`src/rtl/ecc_csr_pkg.sv`:
```
// Package: shared register addresses, field positions and types for the
// ECC control and status unit. Assumes a 12-bit byte address space.
package ecc_csr_pkg;

    localparam int CSR_ADDR_W = 12;

    localparam logic [CSR_ADDR_W-1:0] A_CTRL = 12'h100;
    localparam logic [CSR_ADDR_W-1:0] A_DATA = 12'h104;
    localparam logic [CSR_ADDR_W-1:0] A_PAR  = 12'h108;
    localparam logic [CSR_ADDR_W-1:0] A_STAT = 12'h114;
    localparam logic [CSR_ADDR_W-1:0] A_IEN  = 12'h118;
    localparam logic [CSR_ADDR_W-1:0] A_ERR  = 12'h11C;

    localparam int PAR_BYTES = 9;
    localparam int PAR_W     = 8 * PAR_BYTES;
    localparam int PAR_WORDS = (PAR_BYTES + 3) / 4;
    localparam int CNT_FLD_W = 3;
    localparam int CNT_LSB   = 29;

    localparam int S_ERR = 0;
    localparam int S_UNC = 1;
    localparam int S_ENC = 2;
    localparam int S_DEC = 3;
    localparam int S_PAD = 4;

    // Parity of an all-0xFF codeword, byte 0 in the low bits.
    localparam logic [PAR_W-1:0] ERASED_PAR = 72'h6F_B7_FF_8B_F4_58_90_9D_CD;

    typedef struct packed {
        logic prdy;
        logic enc;
        logic rs;
        logic rst;
        logic en;
    } ctrl_t;

endpackage

```
`src/rtl/ecc_ctrl_seq.sv`:
```
// Control sequencer: holds the control word, the self-clearing reset bit,
// the data byte counter and the decode start pulse.
// Assumes only one register write per cycle on the host side.
module ecc_ctrl_seq
    import ecc_csr_pkg::*;
#(
    parameter int BLOCK_BYTES = 512
) (
    input  logic        clk,
    input  logic        rst_n,
    input  logic        ctrl_we,
    input  ctrl_t       ctrl_wval,
    input  logic        data_we,
    input  logic [7:0]  data_wval,
    output ctrl_t       ctrl_q,
    output logic        clr_pulse,
    output logic        start_pulse,
    output logic        byte_vld,
    output logic [7:0]  byte_q,
    output logic        pad_hit
);
    localparam int CNT_W = $clog2(BLOCK_BYTES + 1);
    localparam logic [CNT_W-1:0] CNT_FULL = CNT_W'(BLOCK_BYTES);
    localparam logic [CNT_W-1:0] CNT_LAST = CNT_W'(BLOCK_BYTES - 1);

    logic [CNT_W-1:0] cnt;
    logic             accept;

    assign accept    = data_we && ctrl_q.en && (cnt < CNT_FULL);
    assign pad_hit   = accept && (cnt == CNT_LAST);
    assign clr_pulse = ctrl_q.rst;

    // Control word: load on write, reset bit drops by itself otherwise.
    always_ff @(posedge clk) begin
        if (!rst_n) begin
            ctrl_q <= '0;
        end else if (ctrl_we) begin
            ctrl_q <= ctrl_wval;
        end else begin
            ctrl_q.rst <= 1'b0;
        end
    end

    // Byte counter: cleared by the local reset, saturates at a full codeword.
    always_ff @(posedge clk) begin
        if (!rst_n) begin
            cnt <= '0;
        end else if (ctrl_we && ctrl_wval.rst) begin
            cnt <= '0;
        end else if (accept) begin
            cnt <= cnt + 1'b1;
        end
    end

    // Forward accepted data bytes to the codec one cycle later.
    always_ff @(posedge clk) begin
        if (!rst_n) begin
            byte_vld <= 1'b0;
            byte_q   <= '0;
        end else begin
            byte_vld <= accept;
            if (accept) byte_q <= data_wval;
        end
    end

    // Decode start: parity-ready rising while enabled in decode direction.
    always_ff @(posedge clk) begin
        if (!rst_n) begin
            start_pulse <= 1'b0;
        end else begin
            start_pulse <= ctrl_we && ctrl_wval.prdy && !ctrl_q.prdy
                           && ctrl_wval.en && !ctrl_wval.enc;
        end
    end

    a_r3_rst_self_clear: assert property (@(posedge clk) disable iff (!rst_n)
        (ctrl_q.rst && !ctrl_we) |=> !ctrl_q.rst);
    a_r3_cnt_cleared: assert property (@(posedge clk) disable iff (!rst_n)
        clr_pulse |-> (cnt == '0));
    a_r5_cnt_bound: assert property (@(posedge clk) disable iff (!rst_n)
        cnt <= CNT_FULL);
    a_r8_start_decode_only: assert property (@(posedge clk) disable iff (!rst_n)
        start_pulse |-> (ctrl_q.en && !ctrl_q.enc && ctrl_q.prdy));
    a_r8_start_single: assert property (@(posedge clk) disable iff (!rst_n)
        start_pulse |=> !start_pulse);

endmodule

```
`src/rtl/ecc_erased_sub.sv`:
```
// Erased-page substitution: replaces the parity of an all-0xFF codeword
// with all-ones so erased pages keep blank parity. Purely combinational.
module ecc_erased_sub
    import ecc_csr_pkg::*;
(
    input  logic [PAR_W-1:0] raw_par,
    output logic [PAR_W-1:0] fixed_par
);
    logic is_erased;

    // Compare against the known erased-page parity and substitute.
    always_comb begin
        is_erased = (raw_par == ERASED_PAR);
        fixed_par = is_erased ? {PAR_W{1'b1}} : raw_par;
    end

endmodule

```
`src/rtl/ecc_parity_bank.sv`:
```
// Parity bank: one byte register per parity byte, written by the host
// per byte or loaded whole from the codec; cleared by the local reset.
// Assumes load and host write never need to merge in one cycle (load wins).
module ecc_parity_bank #(
    parameter int NBYTES = 9
) (
    input  logic                clk,
    input  logic                rst_n,
    input  logic                clr,
    input  logic                load,
    input  logic [8*NBYTES-1:0] load_val,
    input  logic [NBYTES-1:0]   host_we,
    input  logic [8*NBYTES-1:0] host_val,
    output logic [8*NBYTES-1:0] par_q
);
    for (genvar i = 0; i < NBYTES; i++) begin : g_byte
        // Byte i: clear, codec load or host write, in that priority.
        always_ff @(posedge clk) begin
            if (!rst_n || clr) begin
                par_q[8*i +: 8] <= '0;
            end else if (load) begin
                par_q[8*i +: 8] <= load_val[8*i +: 8];
            end else if (host_we[i]) begin
                par_q[8*i +: 8] <= host_val[8*i +: 8];
            end
        end
    end

    a_r6_parity_load: assert property (@(posedge clk) disable iff (!rst_n)
        (load && !clr) |=> (par_q == $past(load_val)));
    a_r3_parity_clear: assert property (@(posedge clk) disable iff (!rst_n)
        clr |=> (par_q == '0));

endmodule

```
`src/rtl/ecc_status_bank.sv`:
```
// Status bank: sticky finish flags, decode error flags and count, the
// interrupt-enable bits, the error reports and the interrupt output.
// Assumes codec completions are single-cycle pulses.
module ecc_status_bank
    import ecc_csr_pkg::*;
#(
    parameter int NREP = 4
) (
    input  logic                  clk,
    input  logic                  rst_n,
    input  logic                  clr,
    input  logic                  enc_done,
    input  logic                  dec_done,
    input  logic                  pad_hit,
    input  logic                  dec_err,
    input  logic                  dec_uncor,
    input  logic [CNT_FLD_W-1:0]  dec_cnt,
    input  logic [32*NREP-1:0]    dec_rpt,
    input  logic                  stat_we,
    input  logic [4:0]            stat_wflags,
    input  logic [CNT_FLD_W-1:0]  stat_wcnt,
    input  logic                  ien_we,
    input  logic [2:0]            ien_wval,
    output logic [31:0]           stat_q,
    output logic [31:0]           ien_q,
    output logic [32*NREP-1:0]    rpt_q,
    output logic                  irq
);
    logic [4:0]           flags;
    logic [4:0]           kept;
    logic [CNT_FLD_W-1:0] cnt_q;
    logic [2:0]           ien;

    // Flags that survive the current host write (write 0 clears).
    always_comb begin
        kept = stat_we ? (flags & stat_wflags) : flags;
    end

    // Flag update: codec events set or load, host write clears.
    always_ff @(posedge clk) begin
        if (!rst_n) begin
            flags <= '0;
            cnt_q <= '0;
        end else begin
            flags[S_ENC] <= kept[S_ENC] | enc_done;
            flags[S_DEC] <= kept[S_DEC] | dec_done;
            flags[S_PAD] <= kept[S_PAD] | pad_hit;
            flags[S_ERR] <= dec_done ? dec_err   : kept[S_ERR];
            flags[S_UNC] <= dec_done ? dec_uncor : kept[S_UNC];
            if (dec_done)     cnt_q <= dec_cnt;
            else if (stat_we) cnt_q <= cnt_q & stat_wcnt;
        end
    end

    // Interrupt-enable bits for the three finish flags.
    always_ff @(posedge clk) begin
        if (!rst_n)      ien <= '0;
        else if (ien_we) ien <= ien_wval;
    end

    for (genvar i = 0; i < NREP; i++) begin : g_rpt
        // Report i: loaded on decode completion when inside the count.
        always_ff @(posedge clk) begin
            if (!rst_n || clr) begin
                rpt_q[32*i +: 32] <= '0;
            end else if (dec_done) begin
                rpt_q[32*i +: 32] <= (CNT_FLD_W'(i) < dec_cnt) ? dec_rpt[32*i +: 32] : 32'd0;
            end
        end
    end

    // Assemble the readable words and the masked interrupt.
    always_comb begin
        stat_q = '0;
        stat_q[4:0] = flags;
        stat_q[CNT_LSB +: CNT_FLD_W] = cnt_q;
        ien_q = '0;
        ien_q[S_PAD:S_ENC] = ien;
        irq = |(flags[S_PAD:S_ENC] & ien);
    end

    a_r11_clear_all: assert property (@(posedge clk) disable iff (!rst_n)
        (stat_we && stat_wflags == '0 && stat_wcnt == '0
         && !enc_done && !dec_done && !pad_hit) |=> (stat_q == 32'd0));
    a_r9_dec_load: assert property (@(posedge clk) disable iff (!rst_n)
        dec_done |=> (stat_q[S_DEC] && stat_q[CNT_LSB +: CNT_FLD_W] == $past(dec_cnt)));
    a_r6_enc_flag: assert property (@(posedge clk) disable iff (!rst_n)
        enc_done |=> stat_q[S_ENC]);

endmodule

```
`src/rtl/ecc_ctrl_status.sv`:
```
// ECC control and status unit top: decodes host register accesses, wires
// the sequencer, parity bank, erased-page substitution and status bank,
// and returns read data one cycle after the read strobe.
// Assumes word-aligned addresses and at most one access per cycle.
module ecc_ctrl_status
    import ecc_csr_pkg::*;
#(
    parameter int BLOCK_BYTES = 512,
    parameter int NREP        = 4
) (
    input  logic                  clk,
    input  logic                  rst_n,
    input  logic                  bus_wr,
    input  logic                  bus_rd,
    input  logic [CSR_ADDR_W-1:0] bus_addr,
    input  logic [31:0]           bus_wdata,
    input  logic [3:0]            bus_wstrb,
    output logic [31:0]           bus_rdata,
    output logic                  irq,
    output logic                  cdc_clear,
    output logic                  cdc_rs_sel,
    output logic                  cdc_encode,
    output logic                  cdc_byte_vld,
    output logic [7:0]            cdc_byte,
    output logic                  cdc_start,
    output logic [PAR_W-1:0]      cdc_par_out,
    input  logic                  cdc_done,
    input  logic [PAR_W-1:0]      cdc_par_in,
    input  logic                  cdc_err,
    input  logic                  cdc_uncor,
    input  logic [CNT_FLD_W-1:0]  cdc_err_cnt,
    input  logic [32*NREP-1:0]    cdc_err_rpt
);
    localparam int PAD_W = 32 * PAR_WORDS;

    ctrl_t              ctrl_q;
    logic               ctrl_we, data_we, stat_we, ien_we;
    logic               pad_hit, done_ok, enc_done, dec_done;
    logic [PAR_BYTES-1:0] host_we;
    logic [PAR_W-1:0]   host_val;
    logic [PAR_W-1:0]   par_q, par_fixed;
    logic [PAD_W-1:0]   par_pad;
    logic [31:0]        stat_q, ien_q, rd_next;
    logic [32*NREP-1:0] rpt_q;

    // Decode the single-register writes.
    always_comb begin
        ctrl_we = bus_wr && (bus_addr == A_CTRL) && bus_wstrb[0];
        data_we = bus_wr && (bus_addr == A_DATA) && bus_wstrb[0];
        stat_we = bus_wr && (bus_addr == A_STAT);
        ien_we  = bus_wr && (bus_addr == A_IEN);
    end

    for (genvar i = 0; i < PAR_BYTES; i++) begin : g_host_par
        localparam logic [CSR_ADDR_W-1:0] WADDR = A_PAR + CSR_ADDR_W'(4 * (i / 4));
        assign host_we[i]         = bus_wr && (bus_addr == WADDR) && bus_wstrb[i % 4];
        assign host_val[8*i +: 8] = bus_wdata[8*(i % 4) +: 8];
    end

    // Qualify codec completions by enable and direction.
    always_comb begin
        done_ok  = cdc_done && ctrl_q.en;
        enc_done = done_ok && ctrl_q.enc;
        dec_done = done_ok && !ctrl_q.enc;
    end

    ecc_ctrl_seq #(
        .BLOCK_BYTES (BLOCK_BYTES)
    ) i_seq (
        .clk         (clk),
        .rst_n       (rst_n),
        .ctrl_we     (ctrl_we),
        .ctrl_wval   (ctrl_t'(bus_wdata[4:0])),
        .data_we     (data_we),
        .data_wval   (bus_wdata[7:0]),
        .ctrl_q      (ctrl_q),
        .clr_pulse   (cdc_clear),
        .start_pulse (cdc_start),
        .byte_vld    (cdc_byte_vld),
        .byte_q      (cdc_byte),
        .pad_hit     (pad_hit)
    );

    ecc_erased_sub i_sub (
        .raw_par   (cdc_par_in),
        .fixed_par (par_fixed)
    );

    ecc_parity_bank #(
        .NBYTES (PAR_BYTES)
    ) i_par (
        .clk      (clk),
        .rst_n    (rst_n),
        .clr      (cdc_clear),
        .load     (enc_done),
        .load_val (par_fixed),
        .host_we  (host_we),
        .host_val (host_val),
        .par_q    (par_q)
    );

    ecc_status_bank #(
        .NREP (NREP)
    ) i_stat (
        .clk         (clk),
        .rst_n       (rst_n),
        .clr         (cdc_clear),
        .enc_done    (enc_done),
        .dec_done    (dec_done),
        .pad_hit     (pad_hit),
        .dec_err     (cdc_err),
        .dec_uncor   (cdc_uncor),
        .dec_cnt     (cdc_err_cnt),
        .dec_rpt     (cdc_err_rpt),
        .stat_we     (stat_we),
        .stat_wflags (bus_wdata[4:0]),
        .stat_wcnt   (bus_wdata[CNT_LSB +: CNT_FLD_W]),
        .ien_we      (ien_we),
        .ien_wval    (bus_wdata[S_PAD:S_ENC]),
        .stat_q      (stat_q),
        .ien_q       (ien_q),
        .rpt_q       (rpt_q),
        .irq         (irq)
    );

    assign cdc_rs_sel  = ctrl_q.rs;
    assign cdc_encode  = ctrl_q.enc;
    assign cdc_par_out = par_q;
    assign par_pad     = {{(PAD_W - PAR_W){1'b0}}, par_q};

    // Read multiplexer over all readable words.
    always_comb begin
        rd_next = '0;
        if (bus_addr == A_CTRL) rd_next = {27'd0, ctrl_q};
        if (bus_addr == A_STAT) rd_next = stat_q;
        if (bus_addr == A_IEN)  rd_next = ien_q;
        for (int w = 0; w < PAR_WORDS; w++) begin
            if (bus_addr == A_PAR + CSR_ADDR_W'(4 * w)) rd_next = par_pad[32*w +: 32];
        end
        for (int r = 0; r < NREP; r++) begin
            if (bus_addr == A_ERR + CSR_ADDR_W'(4 * r)) rd_next = rpt_q[32*r +: 32];
        end
    end

    // Register the read data on the read strobe.
    always_ff @(posedge clk) begin
        if (!rst_n)      bus_rdata <= '0;
        else if (bus_rd) bus_rdata <= rd_next;
    end

    a_r10_ignore_disabled: assert property (@(posedge clk) disable iff (!rst_n)
        (cdc_done && !ctrl_q.en && !stat_we) |=> (stat_q == $past(stat_q)));

endmodule

```
`config.mk`:
```
export PLATFORM = sky130hd
export DESIGN_NAME = ecc_ctrl_status
export DESIGN_NICKNAME = d
export VERILOG_FILES = /design/src/rtl/ecc_csr_pkg.sv /design/src/rtl/ecc_ctrl_seq.sv /design/src/rtl/ecc_erased_sub.sv /design/src/rtl/ecc_parity_bank.sv /design/src/rtl/ecc_status_bank.sv /design/src/rtl/ecc_ctrl_status.sv
export SDC_FILE = /design/constraint.sdc
export NUM_CORES = 1
export LEC_CHECK = 0
export BUFFER_PORTS_ARGS = -buffer_cell sky130_fd_sc_hd__buf_2
export CAP_MARGIN = 15
export CORE_UTILIZATION = 52
export DETAILED_ROUTE_END_ITERATION = 16
export PLACE_DENSITY = 0.81
export RECOVER_POWER = 100
export SYNTH_ARGS = -nofsm -noshare
export SYNTH_HDL_FRONTEND = slang
export SYNTH_SLANG_ARGS = --single-unit
```
`constraint.sdc`:
```
create_clock -name clk -period 3.6 [get_ports clk]
set_input_delay 0.72 -clock clk [delete_from_list [all_inputs] [get_ports clk]]
set_output_delay 0.72 -clock clk [all_outputs]
set_load 0.02 [all_outputs]
```
# Word level (Yosys, flattened, before mapping)
# Cells that the tools add are included.
[word_totals] elab_cells=138 in_bits=258 regBits=268
[classes] reduce_logical=47 bitwise_logic=7 n_lt_le_gt_ge=5 mux=38 n_eq_ne=13 add_sub_neg=1
[op_table] op="$mux W32" n=13
[op_table] op="$mux W8" n=18
[op_table] op="$eq A12 B9 Y1 const B" n=11
[op_table] op="$eq A72 B71 Y1 const B" n=1
[op_table] op="$mux W72" n=1
[op_table] op="$logic_and A1 B1 Y1" n=29
[op_table] op="$reduce_bool A2 Y1" n=10
[op_table] op="$add A10 B1 Y10 const B" n=1
[op_table] op="$eq A10 B9 Y1 const B" n=1
[op_table] op="$lt A10 B10 Y1 const B" n=1
[op_table] op="$mux W5" n=2
[op_table] op="$and A3 B3 Y3" n=2
[op_table] op="$lt A1 B3 Y1 const A" n=2
[op_table] op="$lt A2 B3 Y1 const A" n=2
[op_table] op="$mux W3" n=2
[op_table] op="$and A5 B5 Y5" n=1
[op_table] op="$logic_not A1 Y1" n=4
[op_table] op="$or A1 B1 Y1" n=3
[op_table] op="$reduce_or A3 Y1" n=1
[op_table] op="$mux W1" n=2
[op_table] op="$reduce_and A2 Y1" n=1
[op_table] op="$reduce_or A2 Y1" n=1
[op_table] op="$logic_or A1 B1 Y1" n=1
[op_table] op="$not A1 Y1" n=1

# Logic depth before layout (Yosys ltp)
# Gate-level depths: netlist of the first run.
[logic_depth] word_depth=11 mapped_depth=9

# Hierarchy
# From an unflattened synthesis of the first run, not the netlist that was laid out.
[hier_totals] hier_cells=1540 hier_area_um2=15021.9
[by_module_without_submodules] module="ecc_status_bank" area_per_inst_um2=4855.9 instances=1 cells_each=430
[by_module_without_submodules] module="ecc_parity_bank" area_per_inst_um2=4294.1 instances=1 cells_each=322
[by_module_without_submodules] module="ecc_ctrl_status" area_per_inst_um2=4115.2 instances=1 cells_each=575
[by_module_without_submodules] module="ecc_ctrl_seq" area_per_inst_um2=1031.0 instances=1 cells_each=112
[by_module_without_submodules] module="ecc_erased_sub" area_per_inst_um2=725.7 instances=1 cells_each=101

# Worst setup path after synthesis of the first run
# Ideal clock, no wire load.
[synth_timing] kind="input to register" from="in bus_addr[4]" to="reg i_seq.cnt[6]" path_stages=9 setup_ps=124 required_ps=3476 setup_slack_ps=646 arrival_ps=2830 cell_sequence="clkbuf_2 -> or4_4 -> or4b_4 -> or3_1 -> clkbuf_2 -> buf_4 -> nor2_4 -> xnor2_1 -> nor2_1"
[synth_between] elab_chain_len=5 elab_cells_between_ends=10 classes_between="2 x eq/ne; 8 x reduce/logical"
[synth_lines] item="start: declaration" line="ecc_ctrl_status.sv:15" text="input logic [CSR_ADDR_W-1:0] bus_addr,"
[synth_lines] item="$eq A12 B9 Y1, on equally long branches" line="ecc_ctrl_status.sv:48, ecc_ctrl_status.sv:49"
[synth_lines] item="$logic_and A1 B1 Y1, on equally long branches (2 in a row)" line="ecc_ctrl_status.sv:48, ecc_ctrl_status.sv:49"
[synth_lines] item="$logic_and A1 B1 Y1, on equally long branches" line="ecc_ctrl_seq.sv:48, ecc_ctrl_seq.sv:29"
[synth_lines] item="$reduce_or A2 Y1 (no source line) or $logic_and A1 B1 Y1 (tied branches)"
[synth_lines] item="end signal: assignment" line="ecc_ctrl_seq.sv:51" text="cnt <= cnt + 1'b1;"
[synth_lines] item="end: declaration" line="ecc_ctrl_seq.sv:26" text="logic [CNT_W-1:0] cnt;"
# Several ways; a longest one is shown, not always the timed one.
# A chain may end at the register's enable or synchronous reset.

# Worst setup path in the final report of the first run
[layout_timing] from="in bus_addr[4]" to="reg i_par.par_q[35]"
[layout_between] elab_chain_len=4
[layout_lines] item="$eq A12 B9 Y1" line="ecc_ctrl_status.sv:56" text="assign host_we[i] = bus_wr && (bus_addr == WADDR) && bus_wstrb[i % 4];"
[layout_lines] item="$logic_and A1 B1 Y1 (2 in a row)" line="ecc_ctrl_status.sv:56"
[layout_lines] item="$reduce_bool A2 Y1 (no source line)"
[layout_lines] item="end signal: indexed assignment" line="ecc_parity_bank.sv:22" text="par_q[8*i +: 8] <= load_val[8*i +: 8];"
[layout_lines] item="end signal: indexed assignment" line="ecc_parity_bank.sv:24" text="par_q[8*i +: 8] <= host_val[8*i +: 8];"
[layout_lines] item="end: declaration" line="ecc_parity_bank.sv:14" text="output logic [8*NBYTES-1:0] par_q"
# Every way passes these cells.

==> results.sh, run 1 <==
export IMPL_outcome="complete, but fails checks"
export IMPL_violations="capacitance limit, slew limit"
export IMPL_period_share_pct=85.7
export IMPL_synth_top_cell_by_area="dfxtp_1"
export IMPL_highest_layer="met5"
export IMPL_insertion_delay_ns=0.55
export IMPL_post_drt_wl_per_cell_um=21.0
export IMPL_grt_usage_pct=36.3
export IMPL_register_area_mm2=0.00537
export IMPL_die_h_um=155
export IMPL_cts_sinks=268
export IMPL_synth_edff_count=0
export IMPL_slowest_delay_ns=0.75
export IMPL_drc=0
export IMPL_grt_pass1_vias=12037
export IMPL_seqPwrFrac_pct=47.2
export IMPL_postRouteAntennaNets=0
export IMPL_synth_ff_latch_count=268
export IMPL_grt_first_pass_wirelength_um=68000
export IMPL_switchingPower_mw=1.49
export IMPL_rsz0062_at_grt="false"
export IMPL_cp_end_kind="register"
export IMPL_port_buffers=375
export IMPL_cp_buffers_inverters=1
export IMPL_layout_commonest_cell="dfxtp_1"
export IMPL_hold_viol=0
export IMPL_wl_met1_um=18700
export IMPL_max_slew_margin_rel_pct=-51.7
export IMPL_gp_congestion=1.02
export IMPL_drive_above_1_share_pct=19.4
export IMPL_hpwl_um=33000
export IMPL_crit_arrival_ns=3.54
export IMPL_wl_met2_um=20300
export IMPL_yosysSeqAreaShare_pct=43.9
export IMPL_synthFlopType="dfxtp_1"
export IMPL_dieArea_mm2=0.0241
export IMPL_path_clk_slew_ns=0.06
export IMPL_overflow=0
export IMPL_p_leak_nw=5.37
export IMPL_worstPathMaxFanout=17
export IMPL_synth_fp_nets=1758
export IMPL_synthTopCellsByArea="dfxtp_1, nor2_1, a22oi_1"
export IMPL_grt_max_degree=96
export IMPL_layout_common_cells="dfxtp_1, buf_2, nor2_1, nand2_1, clkbuf_1"
export IMPL_p_per_area_mw_per_mm2=415
export IMPL_cts_resized_gates=0
export IMPL_ys_warn_count=0
export IMPL_critPathTopFamily="simple AND/OR/NAND/NOR gates"
export IMPL_start_util_pct=53.5
export IMPL_io_pins=376
export IMPL_synth_cell_types=64
export IMPL_cts_made_buffers=29
export IMPL_final_core_util_pct=66.3
export IMPL_slew_violations=30
export IMPL_syn_area_per_cell_um2=8.15
export IMPL_finalSetupTns_ns=0
export IMPL_irDropWorstVdd_uv=266
export IMPL_grt_antenna_before_repair=8
export IMPL_cap_violations=1
export IMPL_synthesis_area_mm2=0.0122
export IMPL_clock_skew_ns=0.0204
export IMPL_finalSetupViolCount=0
export IMPL_worstMarginPinSlew_ns=2.27
export IMPL_finalNetCount=2089
export IMPL_met3_length_um=4500
export IMPL_path_cells="clkbuf_1, or4_1, or4b_1, nor3_2, mux2i_1, a221oi_1"
export IMPL_cts_hold_buf=0
export IMPL_syn_to_final_growth_pct=24.1
export IMPL_fillers=2057
export IMPL_firstDrtPassIters=8
export IMPL_via_per_inst=6.13
export IMPL_drtIter0Drc=1398
export IMPL_clockPowerShare_pct=46.1
export IMPL_cts_max_level=1
export IMPL_post_dp_cell_area_mm2=0.0144
export IMPL_internal_power_mw=4.80
export IMPL_cts_path_max_buffers=3
export IMPL_die_w_um=155
export IMPL_synth_top_cell_area_share_pct=43.9
export IMPL_required_ns=4.05
export IMPL_routed_wirelength_um=45500
export IMPL_num_vias=13309
export IMPL_multi_input_area_mm2=0.00632
export IMPL_postCtsSetupBuffers=0
export IMPL_core_area_mm2=0.0228
export IMPL_start_kind="input port"
export IMPL_clockRootBuffer="clkbuf_16"
export IMPL_switching_share_pct=23.7
export IMPL_rows=55
export IMPL_path_class="input port to register"
export IMPL_fmax_mhz=324
export IMPL_period_needed_ns=3.08
export IMPL_combPwrFrac_pct=6.6
export IMPL_cts_tree="done"
export IMPL_min_path_type="input port to register"
export IMPL_finalInstanceArea_mm2=0.0152
export IMPL_synthArstFlopShare_pct=0
export IMPL_synthCells=1499
export IMPL_crit_slowest_cell="nor3_2"
cell type report:
type | count | area share [%]
inverters | 11 | 0.273
clock inverters | 12 | 0.619
clock buffers | 41 | 5.48
diodes | 6 | 0.0991
repair buffers | 426 | 13.8
flip-flops and latches | 268 | 35.4
multi-input cells | 1094 | 41.7
well taps | 313 | 2.58
final timing paths:
| check | startpoint | endpoint | slack, ns | depth (start not counted) |
|---|---|---|---|---|
| setup / recovery | bus_addr[4] | i_par.par_q[35] | 0.52 | 6 |
| hold / removal | cdc_err_rpt[6] | i_stat.rpt_q[6] | 0.41 | 3 |
| setup reg to reg | i_seq.ctrl_q[0] | i_stat.rpt_q[107] | 0.65 | 5 |
| hold reg to reg | i_seq.ctrl_q[4] | i_seq.start_pulse | 0.44 | 1 |
cells by family after synthesis:
family	synth area share, %
and+or+nand+nor	21.9
AOI/OAI and AO/OA	25.9
DFF	43.9
buffers and inverters	4.29
muxes	3.31
xor gates and xnor gates	0.574
adders and majority gates	0.102
worst min-delay path, cell delays in order:
cell and delay [ns]:
buf_2 0.08, a22oi_1 0.05, nor2_1 0.07
power by group through the flow:
stage | clock network [mW] | registers [mW] | logic, mW
finish | 2.90 | 2.97 | 0.418
global route | 3.05 | 2.97 | 0.442
CTS | 2.91 | 2.97 | 0.411
detailed placement | 0 | 3.04 | 0.409
global placement | 0 | 3.04 | 0.408
floorplan | 0 | 3.04 | 0.157
per-stage QoR:
step	hold slack (ns)	std cells	setup WS [ns]	power (mW)
after global routing	0.404	2171	0.421	6.46
final	0.407	2171	0.516	6.29
after CTS	0.401	2165	1.00	6.29
after detailed placement	0.439	2112	0.447	3.44
after floorplan	0.417	1499	0.646	3.20
after global placement	0.434	2112	0.490	3.44
synth_stat cells, drive strengths merged (13+ instances only):
cell and number:
nand3 78, a2111oi 25, a21boi 16, buf 13, nand4 16, mux2i 37
a21oi 108, a221oi 30, o2bb2ai 24, nor3 14, nor2b 37, a311oi 19
a22oi 88, clkbuf 113, dfxtp 268, o21ai 82, and2 14, a211oi 30
nor2 205, nand2 175
flip-flops by register name, summed over array words and instances (netlist names):
| register | flops |
|---|---|
| i_seq.start_pulse | 1 |
| i_par.par_q | 72 |
| i_stat.rpt_q | 128 |
| bus_rdata | 32 |
| i_stat.flags | 5 |
| i_stat.ien | 3 |
| i_stat.cnt_q | 3 |
| i_seq.clr_pulse | 1 |
| i_seq.cnt | 10 |
| i_seq.byte_vld | 1 |
| i_seq.byte_q | 8 |
| i_seq.ctrl_q | 4 |
layer usage:
| layer | global-route usage [%] | vias up |
|---|---|---|
| li1 | - | 6135 |
| met1 | 49.3 | 6191 |
| met2 | 57.2 | 848 |
| met3 | 6.16 | 133 |
| met4 | 15.5 | 2 |
| met5 | 0 | - |
No activity file was read; power rests on OpenSTA's default activity.
==> run 2, diff against run 1 <==
--- a/config.mk
+++ b/config.mk
@@ -6,9 +6,10 @@
 export NUM_CORES = 1
 export LEC_CHECK = 0
 export BUFFER_PORTS_ARGS = -buffer_cell sky130_fd_sc_hd__buf_2
-export CAP_MARGIN = 15
+export CAP_MARGIN = 20
 export CORE_UTILIZATION = 52
 export DETAILED_ROUTE_END_ITERATION = 16
+export GPL_TIMING_DRIVEN = 0
 export PLACE_DENSITY = 0.81
 export RECOVER_POWER = 100
 export SYNTH_ARGS = -nofsm -noshare
==> run 2 against run 1 <==
The flow now finishes without violations. Clock power is 13% higher. Combinational power increased by 7.4%. Wire length up 11%. Flip-flop and latch count is the same. Critical path depth increased by 2. First-iteration DRC count up 0.29%. Core utilization rose by 0.94 points. Setup slack lost 0.26 ns. Global-route usage rose by 4.5 points. Total power rose by 6.7%. Fmax fell by 7.7%. Critical path type unchanged. Highest routed layer unchanged.
==> results.sh, run 2 (same netlist as run 1, synthesis figures left out) <==
export IMPL_outcome="finished clean"
export IMPL_postCtsSetupBuffers=0
export IMPL_clockRootBuffer="clkbuf_16"
export IMPL_grt_pass1_vias=12876
export IMPL_grt_antenna_before_repair=4
export IMPL_clockPowerShare_pct=49.1
export IMPL_postRouteAntennaNets=0
export IMPL_core_area_mm2=0.0228
export IMPL_combPwrFrac_pct=6.7
export IMPL_p_per_area_mw_per_mm2=437
export IMPL_rsz0062_at_grt="false"
export IMPL_path_clk_slew_ns=0.06
export IMPL_drc=0
export IMPL_reg_top3="i_stat.rpt_q x128, i_par.par_q x72, bus_rdata x32"
export IMPL_grt_usage_pct=40.8
export IMPL_hold_viol=0
export IMPL_layout_common_cells="dfxtp_1, buf_2, clkbuf_1, nor2_1, nand2_1"
export IMPL_finalNetCount=2162
export IMPL_min_path_type="input port to register"
export IMPL_regToRegSetupSlack_ns=0.94
export IMPL_place_inst=2184
export IMPL_via_per_inst=6.15
export IMPL_die_h_um=155
export IMPL_irDropWorstVdd_uv=356
export IMPL_die_w_um=155
export IMPL_grt_first_pass_wirelength_um=74900
export IMPL_required_ns=4.06
export IMPL_cts_hold_buf=0
export IMPL_worstPathMaxFanout=10
export IMPL_worstMarginPinSlew_ns=1.37
export IMPL_period_needed_ns=3.34
export IMPL_firstDrtPassIters=5
export IMPL_grt_max_degree=16
export IMPL_start_util_pct=53.5
export IMPL_seqPwrFrac_pct=44.2
export IMPL_gp_congestion=0.973
export IMPL_largest_reg_flops=128
export IMPL_post_drt_wl_per_cell_um=22.6
export IMPL_whs_ns=0.380
export IMPL_finalPower_mw=6.71
export IMPL_cts_sinks=268
export IMPL_overflow=0
export IMPL_clock_skew_ns=0.0254
export IMPL_path_class="input port to register"
export IMPL_post_dp_cell_area_mm2=0.0145
export IMPL_timing_rr_end="i_stat.rpt_q[47]"
export IMPL_drive_above_1_share_pct=16.5
export IMPL_regMostFlops="i_stat.rpt_q"
export IMPL_stdcell_count=2243
export IMPL_finalInstanceArea_mm2=0.0154
export IMPL_reg2reg_depth=6
export IMPL_rows=55
export IMPL_cp_end_kind="register"
export IMPL_hpwl_um=39400
export IMPL_max_slew_margin_rel_pct=8.09
export IMPL_insertion_delay_ns=0.58
export IMPL_switchingPower_mw=1.56
export IMPL_dieArea_mm2=0.0241
export IMPL_layout_commonest_cell="dfxtp_1"
export IMPL_io_pins=376
export IMPL_cts_tree="done"
export IMPL_startpoint="bus_addr[9]"
export IMPL_start_kind="input port"
export IMPL_port_buffers=372
export IMPL_fillers=2116
export IMPL_crit_arrival_ns=3.80
export IMPL_multi_input_area_mm2=0.00629
export IMPL_cp_endpoint="i_par.par_q[55]"
export IMPL_switching_share_pct=23.3
export IMPL_cts_max_level=1
export IMPL_syn_to_final_growth_pct=25.8
export IMPL_num_vias=13784
export IMPL_register_area_mm2=0.00537
export IMPL_cts_path_max_buffers=3
export IMPL_drtIter0Drc=1402
export IMPL_period_share_pct=92.8
export IMPL_finalSetupViolCount=0
export IMPL_internal_power_mw=5.15
export IMPL_routed_wirelength_um=50600
export IMPL_p_leak_nw=5.36
export IMPL_cap_violations=0
export IMPL_fmax_mhz=299
export IMPL_slew_violations=0
export IMPL_r2r_start="i_seq.ctrl_q[3]"
export IMPL_cts_resized_gates=0
export IMPL_cts_made_buffers=30
run 2: final cells by class:
cell class / instances / share of cell area [%]
diodes: 3 / 0.0489
plain buffers: 126 / 3.12
clock buffers: 46 / 5.93
clock inverters: 10 / 1.07
inverters: 11 / 0.269
multi-input cells: 1094 / 41.0
flip-flops and latches: 268 / 34.9
well taps: 313 / 2.55
repair buffers: 372 / 11.1
run 2: power by group through the flow:
stage	clock network [mW]	logic, mW	registers [mW]
after global routing	3.40	0.469	2.97
final	3.29	0.449	2.97
after global placement	0	0.437	3.04
after CTS	3.28	0.438	2.97
after detailed placement	0	0.435	3.04
after floorplan	0	0.157	3.04
run 2: worst min-delay path by stage:
stage	slack, ns	to	from	cells after the start
floorplan	0.42	i_seq.start_pulse	i_seq.ctrl_q[4]	1
global placement	0.44	i_stat.rpt_q[36]	i_stat.rpt_q[36]	2
detailed placement	0.45	i_stat.rpt_q[55]	i_stat.rpt_q[55]	2
CTS	0.38	i_stat.rpt_q[80]	cdc_err_rpt[80]	3
global route	0.39	i_stat.rpt_q[81]	cdc_err_rpt[81]	3
finish	0.38	i_stat.rpt_q[6]	cdc_err_rpt[6]	3
run 2: critical path, stage by stage:
cell,delay [ns]
buf_2,0.10
nor4b_2,0.56
nand3_1,0.48
or3_1,0.54
o21ai_1,0.59
clkbuf_1,0.45
nor2_1,0.10
a211oi_1,0.24
run 2: metal layers:
metal,routed length [µm],up-vias,track usage (%)
met5,13,-,0
met4,2510,2,19.2
met3,5270,154,6.69
met2,23000,867,66.8
met1,19800,6462,52.6
li1,-,6299,-
run 2: stage by stage:
step	setup WS, ns	TNS, ns	util [%]
6_report	0.261	0	67.3
5_1_grt	0.0794	0	67.2
4_1_cts	0.368	0	68.0
3_5_place_dp	-0.176	-1.86	63.3
3_3_place_gp	-0.143	-1.94	63.3
2_1_floorplan	0.646	0	-
